$ cat src/rtl/arb_pkg.sv
package arb_pkg;

    typedef enum logic [0:0] {
        ST_IDLE  = 1'b0,
        ST_GRANT = 1'b1
    } arb_state_e;

endpackage

$ cat src/rtl/arb_elig_mask.sv
module arb_elig_mask #(
    parameter int NUM_SLOTS = 8
) (
    input  logic [NUM_SLOTS-1:0] slot_valid,
    input  logic [NUM_SLOTS-1:0] slot_is_rd,
    input  logic [NUM_SLOTS-1:0] slot_timing_ok,
    input  logic [NUM_SLOTS-1:0] slot_wdata_rdy,
    input  logic [NUM_SLOTS-1:0] block_mask,
    output logic [NUM_SLOTS-1:0] cand
);
    logic [NUM_SLOTS-1:0] base_ok;
    logic [NUM_SLOTS-1:0] rd_ok;
    logic [NUM_SLOTS-1:0] wr_ok;

    always_comb begin
        base_ok = slot_valid & slot_timing_ok & ~block_mask;
        rd_ok   = base_ok & slot_is_rd;
        wr_ok   = base_ok & ~slot_is_rd & slot_wdata_rdy;
        // reads shadow all writes whenever any read is eligible
        cand    = (rd_ok != '0) ? rd_ok : wr_ok;
    end

endmodule

$ cat src/rtl/arb_age_pick.sv
module arb_age_pick #(
    parameter int NUM_SLOTS = 8,
    parameter int SEQ_W     = 8
) (
    input  logic [NUM_SLOTS-1:0]       cand,
    input  logic [NUM_SLOTS*SEQ_W-1:0] slot_age,
    output logic [NUM_SLOTS-1:0]       win_oh
);
    logic [NUM_SLOTS-1:0][NUM_SLOTS-1:0] beats;
    logic [NUM_SLOTS-1:0]                raw_win;

    for (genvar i = 0; i < NUM_SLOTS; i++) begin : g_row
        for (genvar j = 0; j < NUM_SLOTS; j++) begin : g_col
            if (i == j) begin : g_self
                assign beats[i][j] = 1'b1;
            end else begin : g_pair
                logic [SEQ_W-1:0] diff;
                logic             same;
                assign diff = slot_age[i*SEQ_W +: SEQ_W] - slot_age[j*SEQ_W +: SEQ_W];
                assign same = (diff == '0);
                // i beats j: j absent, i strictly older, or equal and i lower
                assign beats[i][j] = ~cand[j] | diff[SEQ_W-1] | (same & (i < j));
            end
        end
        assign raw_win[i] = cand[i] & (&beats[i]);
    end

    // keep the result one-hot even if stamps leave the valid window
    assign win_oh = raw_win & (~raw_win + 1'b1);

endmodule

$ cat src/rtl/arb_oh_encode.sv
module arb_oh_encode #(
    parameter int NUM_SLOTS = 8,
    parameter int IDX_W     = 3
) (
    input  logic [NUM_SLOTS-1:0] oh,
    output logic [IDX_W-1:0]     idx,
    output logic                 any
);
    always_comb begin
        idx = '0;
        for (int k = 0; k < NUM_SLOTS; k++) begin
            if (oh[k]) idx = idx | IDX_W'(k);
        end
        any = (oh != '0);
    end

endmodule

$ cat src/rtl/rdpri_age_arbiter.sv
module rdpri_age_arbiter
    import arb_pkg::*;
#(
    parameter  int NUM_SLOTS = 8,
    parameter  int SEQ_W     = 8,
    localparam int IDX_W     = (NUM_SLOTS > 1) ? $clog2(NUM_SLOTS) : 1
) (
    input  logic                       clk,
    input  logic                       rst_n,
    input  logic [NUM_SLOTS-1:0]       slot_valid,
    input  logic [NUM_SLOTS-1:0]       slot_is_rd,
    input  logic [NUM_SLOTS-1:0]       slot_timing_ok,
    input  logic [NUM_SLOTS-1:0]       slot_wdata_rdy,
    input  logic [NUM_SLOTS*SEQ_W-1:0] slot_age,
    output logic [NUM_SLOTS-1:0]       grant_oh,
    output logic [IDX_W-1:0]           grant_idx,
    output logic                       grant_vld
);
    arb_state_e           state_q;
    arb_state_e           state_d;
    logic [NUM_SLOTS-1:0] grant_oh_q;
    logic [IDX_W-1:0]     grant_idx_q;
    logic [NUM_SLOTS-1:0] block_mask;
    logic [NUM_SLOTS-1:0] cand;
    logic [NUM_SLOTS-1:0] win_oh;
    logic [IDX_W-1:0]     win_idx;
    logic                 win_any;

    // the slot shown as granted is still valid this cycle; keep it out
    assign block_mask = (state_q == ST_GRANT) ? grant_oh_q : '0;

    arb_elig_mask #(.NUM_SLOTS(NUM_SLOTS)) u_elig (
        .slot_valid     (slot_valid),
        .slot_is_rd     (slot_is_rd),
        .slot_timing_ok (slot_timing_ok),
        .slot_wdata_rdy (slot_wdata_rdy),
        .block_mask     (block_mask),
        .cand           (cand)
    );

    arb_age_pick #(.NUM_SLOTS(NUM_SLOTS), .SEQ_W(SEQ_W)) u_pick (
        .cand     (cand),
        .slot_age (slot_age),
        .win_oh   (win_oh)
    );

    arb_oh_encode #(.NUM_SLOTS(NUM_SLOTS), .IDX_W(IDX_W)) u_enc (
        .oh  (win_oh),
        .idx (win_idx),
        .any (win_any)
    );

    // next-state decision
    always_comb begin
        state_d = ST_IDLE;
        unique case (state_q)
            ST_IDLE:  state_d = win_any ? ST_GRANT : ST_IDLE;   // IDLE_TO_GRANT
            ST_GRANT: state_d = win_any ? ST_GRANT : ST_IDLE;   // GRANT_TO_GRANT / GRANT_TO_IDLE
            default:  state_d = ST_IDLE;
        endcase
    end

    // state register
    always_ff @(posedge clk or negedge rst_n) begin
        if (!rst_n) state_q <= ST_IDLE;
        else        state_q <= state_d;
    end

    // registered grant outputs
    always_ff @(posedge clk or negedge rst_n) begin
        if (!rst_n) begin
            grant_oh_q  <= '0;
            grant_idx_q <= '0;
        end else if (state_d == ST_GRANT) begin
            grant_oh_q  <= win_oh;
            grant_idx_q <= win_idx;
        end else begin
            grant_oh_q  <= '0;
            grant_idx_q <= '0;
        end
    end

    assign grant_oh  = grant_oh_q;
    assign grant_idx = grant_idx_q;
    assign grant_vld = (state_q == ST_GRANT);

endmodule

$ cat config.mk
export PLATFORM = sky130hd
export DESIGN_NAME = rdpri_age_arbiter
export DESIGN_NICKNAME = d
export VERILOG_FILES = /design/src/rtl/arb_pkg.sv /design/src/rtl/arb_elig_mask.sv /design/src/rtl/arb_age_pick.sv /design/src/rtl/arb_oh_encode.sv /design/src/rtl/rdpri_age_arbiter.sv
export SDC_FILE = /design/constraint.sdc
export NUM_CORES = 1
export LEC_CHECK = 0
export BUFFER_PORTS_ARGS = -buffer_cell sky130_fd_sc_hd__buf_2
export CAP_MARGIN = 20
export CORE_ASPECT_RATIO = 1.2
export CORE_MARGIN = 8
export CORE_UTILIZATION = 50
export DETAILED_ROUTE_END_ITERATION = 10
export GPL_ROUTABILITY_DRIVEN = 0
export PLACE_DENSITY = 0.67
export SLEW_MARGIN = 0
export SYNTH_ARGS = -nofsm -noshare
export SYNTH_HDL_FRONTEND = slang
export SYNTH_HIERARCHICAL = 1
export SYNTH_SLANG_ARGS = --single-unit
$ cat constraint.sdc
create_clock -name clk -period 4.8 [get_ports clk]
set_clock_uncertainty 0.15 [all_clocks]
set_input_delay 0.48 -clock clk [delete_from_list [all_inputs] [get_ports clk]]
set_output_delay 0.48 -clock clk [all_outputs]
set_load 0.05 [all_outputs]
# [After elaboration in Yosys (flattened, before gate mapping)]
# Index checks and enable logic that the tools add are counted.
[totals] register_bits=12 output_inout_bits=12 wordCells=219
[classes] add_sub_neg=57 mux=12 n_bitwise=109 n_reduce_logical=38
[op_table] cell="$sub A8 B8 Y8" count=56
[op_table] cell="$logic_not A8 Y1" count=28
[op_table] cell="$or A1 B1 Y1" count=84
[op_table] cell="$reduce_and A7 Y1" count=8
[op_table] cell="$and A8 B8 Y8" count=6
[op_table] cell="$mux W8" count=3
[op_table] cell="$not A8 Y8" count=3
[op_table] cell="$reduce_bool A8 Y1" count=2
[op_table] cell="$mux W3" count=5
[op_table] cell="$add A8 B1 Y8 const B" count=1
[op_table] cell="$and A1 B1 Y1" count=8
[op_table] cell="$not A1 Y1" count=8
[op_table] cell="$mux W2" count=2
[op_table] cell="$mux W1" count=2

# [Depth between registers and ports, before layout]
[logic_depth] depth_word=22 mapped_depth=19 mapped_depth_nobuf=17

# [Cells and area by module]
# Netlist, hierarchy kept.
[modules_own_cells] module="arb_age_pick" instances=1 cells_each=1554 area_per_inst_um2=12295.5
[modules_own_cells] module="rdpri_age_arbiter" instances=1 cells_each=32 area_per_inst_um2=430.4
[modules_own_cells] module="arb_elig_mask" instances=1 cells_each=37 area_per_inst_um2=241.5
[modules_own_cells] module="arb_oh_encode" instances=1 cells_each=5 area_per_inst_um2=48.8

# [Worst setup path before layout]
# Ideal clock, no wire load.
[synth_timing] path_type="input to register" startpoint="input slot_age[16]" endpoint="register grant_oh_q[5] (netlist: grant_oh[5])" setup_time_ns=0.119 t_arrival_ns=4.041 required_time_ns=4.531 slack_ns=0.490 path_stages=17 cell_sequence="inv_1 -> ha_1 -> inv_1 -> fa_1 -> a211oi_2 -> nor2_1 -> a21o_1 -> a21oi_2 -> xnor2_1 -> o311a_1 -> or4_4 -> and3_4 -> and4bb_1 -> or4_4 -> nand2b_4 -> buf_6 -> and2_1"
[synth_between] elab_chain_cells=11 word_cells_on_any_way=64
[synth_lines] item="start: declaration" line="rdpri_age_arbiter.sv:14" text="input logic [NUM_SLOTS*SEQ_W-1:0] slot_age,"
[synth_lines] item="$sub A8 B8 Y8" line="arb_age_pick.sv:19" text="assign diff = slot_age[i*SEQ_W +: SEQ_W] - slot_age[j*SEQ_W +: SEQ_W];"
[synth_lines] item="$logic_not A8 Y1 / $or A1 B1 Y1 (equally long branches)" line="arb_age_pick.sv:20, arb_age_pick.sv:22"
[synth_lines] item="$or A1 B1 Y1" line="arb_age_pick.sv:22" text="assign beats[i][j] = ~cand[j] | diff[SEQ_W-1] | (same & (i < j));"
[synth_lines] item="$reduce_and A7 Y1" line="arb_age_pick.sv:25" text="assign raw_win[i] = cand[i] & (&beats[i]);"
[synth_lines] item="$and A1 B1 Y1" line="arb_age_pick.sv:25"
[synth_lines] item="$not A8 Y8" line="arb_age_pick.sv:29" text="assign win_oh = raw_win & (~raw_win + 1'b1);"
[synth_lines] item="$add A8 B1 Y8" line="arb_age_pick.sv:29"
[synth_lines] item="$and A8 B8 Y8 (*)" line="arb_age_pick.sv:29"
[synth_lines] item="via win_oh[7]" line="rdpri_age_arbiter.sv:25" text="logic [NUM_SLOTS-1:0] win_oh;"
[synth_lines] item="$reduce_bool A8 Y1 (*)" line="arb_oh_encode.sv:14" text="any = (oh != '0);"
[synth_lines] item="$mux W1 (*)" line="rdpri_age_arbiter.sv:57, rdpri_age_arbiter.sv:58"
[synth_lines] item="via state_d" line="rdpri_age_arbiter.sv:20" text="arb_state_e state_d;"
[synth_lines] item="$mux W8 (*)" line="rdpri_age_arbiter.sv:74" text="end else if (state_d == ST_GRANT) begin"
[synth_lines] item="end signal: assignment" line="rdpri_age_arbiter.sv:75" text="grant_oh_q <= win_oh;"
[synth_lines] item="end: declaration" line="rdpri_age_arbiter.sv:21" text="logic [NUM_SLOTS-1:0] grant_oh_q;"
# The timed path passes the listed nets; every way through them passes the cells marked *.

# [Final worst setup path]
[layout_timing] startpoint="register state_q (netlist: grant_vld)" endpoint="register grant_oh_q[0] (netlist: grant_oh[0])"
[layout_between] elab_chain_cells=17 word_cells_on_any_way=122
[layout_lines] item="start: declaration" line="rdpri_age_arbiter.sv:19" text="arb_state_e state_q;"
[layout_lines] item="start signal: assignment" line="rdpri_age_arbiter.sv:66" text="else state_q <= state_d;"
[layout_lines] item="$mux W8 (*)" line="rdpri_age_arbiter.sv:30" text="assign block_mask = (state_q == ST_GRANT) ? grant_oh_q : '0;"
[layout_lines] item="via block_mask[7]" line="rdpri_age_arbiter.sv:23" text="logic [NUM_SLOTS-1:0] block_mask;"
[layout_lines] item="$not A8 Y8 (*)" line="arb_elig_mask.sv:16" text="base_ok = slot_valid & slot_timing_ok & ~block_mask;"
[layout_lines] item="$and A8 B8 Y8 (*)" line="arb_elig_mask.sv:16"
[layout_lines] item="$and A8 B8 Y8 (*)" line="arb_elig_mask.sv:17" text="rd_ok = base_ok & slot_is_rd;"
[layout_lines] item="$reduce_bool A8 Y1 (*)" line="arb_elig_mask.sv:20" text="cand = (rd_ok != '0) ? rd_ok : wr_ok;"
[layout_lines] item="$mux W8 (*)" line="arb_elig_mask.sv:20"
[layout_lines] item="via cand[3]" line="rdpri_age_arbiter.sv:24" text="logic [NUM_SLOTS-1:0] cand;"
[layout_lines] item="[5 not listed]"
[layout_lines] item="$not A8 Y8" line="arb_age_pick.sv:29"
[layout_lines] item="$add A8 B1 Y8" line="arb_age_pick.sv:29"
[layout_lines] item="$and A8 B8 Y8 (*)" line="arb_age_pick.sv:29"
[layout_lines] item="via win_oh[7]" line="rdpri_age_arbiter.sv:25"
[layout_lines] item="$reduce_bool A8 Y1 (*)" line="arb_oh_encode.sv:14"
[layout_lines] item="$mux W1 (*)" line="rdpri_age_arbiter.sv:57, rdpri_age_arbiter.sv:58"
[layout_lines] item="via state_d" line="rdpri_age_arbiter.sv:20"
[layout_lines] item="$mux W8 (*)" line="rdpri_age_arbiter.sv:74"
# Marks and branches as above.

==> impl_metrics.env <==
export IMPL_combPwrFrac=0.861
export IMPL_num_antenna_cells=0
export IMPL_seqCellArea_um2=300.3
export IMPL_drt_pre_antenna_iters=6
export IMPL_crit_start="grant_vld$_DFF_PN0_"
export IMPL_rsz0062_at_grt="no"
export IMPL_slew_violations=0
export IMPL_drc=0
export IMPL_powerDensity_nw_per_um2=140.5
export IMPL_holdCritPathClass="primary input to async pin"
export IMPL_area_growth_pct=14.39
export IMPL_cts_sinks=12
export IMPL_p_sw_frac=0.5476
export IMPL_nets=2343
export IMPL_crit_fanout=12
export IMPL_setup_viol_count_final=0
export IMPL_seqPwrFrac=0.059
export IMPL_cp_cell_sequence="and2_1 > and3b_1 > a22oi_2 > nand4_4 > o21ai_1 > o21ai_0 > a2111oi_0 > buf_4 > nand4b_1 > nand2_1 > and4bb_1 > or4_4 > nand2b_4 > and2_1"
export IMPL_dp_hpwl_mm=43.87
export IMPL_syn_area_per_cell_um2=7.995
export IMPL_setup_tns_ps=0
export IMPL_status="completed"
export IMPL_grt_max_degree=13
export IMPL_layout_cells_non_filler=2169
export IMPL_syn_inst=1628
export IMPL_r2r_slack_ps=140
export IMPL_coreArea_um2=25540
export IMPL_critPathBufInv=1
export IMPL_post_drt_wl_per_cell_um=26.17
export IMPL_grt_overflow_total=0
export IMPL_port_buffers=109
export IMPL_synth_edff_count=0
export IMPL_worstPathRequired_ps=4770
export IMPL_yosysSeqAreaShare=0.02307
export IMPL_p_switching_w=0.001146
export IMPL_cts_buffer_depth=2
export IMPL_cpMostUsedCell="and2_1"
export IMPL_path_class="register to register"
export IMPL_fillers=2380
export IMPL_internal_power_w=0.0009466
export IMPL_antenna_found_initial=1
export IMPL_worst_setup_path_start_kind="register"
export IMPL_synthDistinctLibCells=76
export IMPL_cpPeakStageDelay_ps=590
export IMPL_end_kind="register"
export IMPL_mappedNetlistArea_um2=13020
export IMPL_multiInputGateArea_um2=12240
export IMPL_cts_tree="done"
export IMPL_route_vias_total=14030
export IMPL_cp_slowest_cell="o21ai_1"
export IMPL_fmax_mhz=214.5
export IMPL_ant_nets=0
export IMPL_grt_pass1_vias=13440
export IMPL_reg2regPathDepth=14
export IMPL_htree_levels=1
export IMPL_ys_async_sr_fraction=1.000
export IMPL_cp_depth=14
export IMPL_die_h_um=192.7
export IMPL_synth_warnings=6
export IMPL_routed_wirelength_mm=56.77
export IMPL_ys_flop_type="dfrtp_1"
export IMPL_p_clk_frac=0.080
export IMPL_avgViaCountPerCell=6.468
export IMPL_hold_viol=0
export IMPL_ir_worst_vdd_uv=109.9
export IMPL_cts_clk_slew_worst_paths_ps=40
export IMPL_yosysTopAreaCell="ha_1"
export IMPL_io_pins=110
export IMPL_drt_iter0_markers=1364
export IMPL_die_area_um2=31470
export IMPL_ys_ff_latch=12
export IMPL_cts_root_buf="clkbuf_16"
export IMPL_drive_above_1_share=0.1419
export IMPL_clock_latency_ps=240
export IMPL_p_leak_nw=7.261
export IMPL_synth_top_area_share=0.3768
export IMPL_dp_cells=2164
export IMPL_reg2reg_from="grant_vld$_DFF_PN0_"
export IMPL_synthTopCellsByArea="ha_1 (38%), xnor2_1 (6.0%), a21oi_1 (5.6%)"
export IMPL_period_minus_slack_ps=4663
export IMPL_cp_arrival_ps=4630
export IMPL_cp_top_family="simple AND/OR/NAND/NOR gates"
export IMPL_fin_crit_sh=0.9715
export IMPL_cts_buffers=3
export IMPL_tightest_slew_ps=1086
export IMPL_syn_num_nets=2131
export IMPL_relSlewSlack=0.2666
export IMPL_start_util=0.5096
export IMPL_die_w_um=163.3
export IMPL_grt_pass1_wl_mm=82.19
export IMPL_grt_use_total=0.3485
export IMPL_r2r_end="grant_oh[0]$_DFF_PN0_"
export IMPL_maxCapViolations=0
export IMPL_row_count=64
## repair_timing
action | 4_1_cts | 5_1_grt
gates resized for setup | 2 | 2
setup buffers | 0 | 0
pin swaps | 0 | 1
endpoints found under the hold margin | 12 | 0
hold buffers | 1 | 0
setup endpoints to repair | 12 | 11
## worst register-to-register path: stages (launching register included)
cell	delay (ps)
dfrtp_1	430
and2_1	170
and3b_1	230
a22oi_2	240
nand4_4	190
o21ai_1	590
o21ai_0	370
a2111oi_0	410
buf_4	210
nand4b_1	290
nand2_1	160
and4bb_1	220
or4_4	540
nand2b_4	190
and2_1	160
## synth_stat cells (13+ instances only)
master,instances
ha_1,392
a21oi_1,145
inv_1,105
o21ai_0,90
xnor2_1,89
nor2_1,85
nand2_1,63
xor2_1,54
nor2b_1,43
a21o_1,42
a211oi_1,38
nand2b_1,35
nor3_1,35
nand3b_1,28
nand4_1,28
and2_1,21
o211ai_1,20
nand3_1,19
o31ai_1,18
o21a_1,14
fa_1,13
nor4_1,13
## power groups by stage
| stage | clock network (W) | logic [W] | registers, W |
|---|---|---|---|
| after floorplan | 0 | 0.00110 | 0.000169 |
| after global placement | 0 | 0.00170 | 0.000125 |
| after detailed placement | 0 | 0.00173 | 0.000124 |
| after CTS | 0.000170 | 0.00174 | 0.000123 |
| after global routing | 0.000176 | 0.00193 | 0.000125 |
| final | 0.000168 | 0.00180 | 0.000123 |
## cells in the final DEF, fill, tap and decap left out, drive strengths merged, types with 11 or more instances in the layout
cell / n
a31oi: 11
fa: 13
o21bai: 11
nand4: 29
buf: 228
nand2b: 36
o31ai: 18
a21oi: 146
ha: 392
dfrtp: 12
nand3b: 28
mux2i: 11
nand3: 19
nand2: 63
xnor2: 89
a2111oi: 11
nor2: 85
nor3: 36
nor2b: 43
o211ai: 20
nor4: 13
o21a: 14
o21ai: 99
inv: 105
a21o: 42
and2: 21
xor2: 54
a211oi: 41
## worst max path at each step
stage	endpoint
finish	grant_oh[0]$_DFF_PN0_
global route	grant_oh[0]$_DFF_PN0_
CTS	grant_oh[0]$_DFF_PN0_
detailed placement	grant_oh[6]$_DFF_PN0_
global placement	grant_oh[6]$_DFF_PN0_
floorplan	grant_oh[5]$_DFF_PN0_
## sequential cells by signal, summed over array words and instances, names as in the netlist
signal	flops
grant_oh	8
grant_idx	3
grant_vld	1
## metrics by stage
stage	util	hold slack [ps]	area (um^2)	total power (W)	setup slack [ps]
6_report	0.5829	487.8	14890	0.002092	137.0
5_1_grt	0.5829	525.4	14890	0.002233	26.38
4_1_cts	0.5822	497.9	14870	0.002033	85.94
3_5_place_dp	0.5781	210.9	14770	0.001853	-426.2
3_3_place_gp	0.5781	205.8	14770	0.001821	-376.1
2_1_floorplan	-	34.41	13020	0.001267	490.0
## final cells by class
| class | instances | area share |
|---|---|---|
| clock buffers | 4 | 0.005966 |
| inverters | 105 | 0.02647 |
| well taps | 330 | 0.02773 |
| repair buffers | 229 | 0.09731 |
| multi-input cells | 1489 | 0.8223 |
| flip-flops and latches | 12 | 0.02017 |
## cell families (layout without fill, tap and decap cells)
logic type               Yosys count  after routing  synth area share
adder cells (fa/ha/maj)          405            405            0.3968
AND/OR/NAND/NOR                  440            440            0.1906
multiplexers                      12             12          0.009325
flip-flops                        12             12           0.02307
XOR/XNOR                         143            143           0.09622
AO/OA/AOI/OAI                    489            489            0.2459
buffers and inverters            127            338           0.03807
## routing by layer
layer | GRT usage | part of all wire | routed length (um) | up-vias
met2 | 0.5301 | 0.41 | 23510 | 841
met5 | 0 | 0.00018 | 10 | -
li1 | - | - | - | 6418
met3 | 0.06893 | 0.11 | 6219 | 299
met4 | 0.3092 | 0.11 | 6004 | 2
met1 | 0.4114 | 0.37 | 21020 | 6469
No activity file was read; power rests on OpenSTA's default activity.
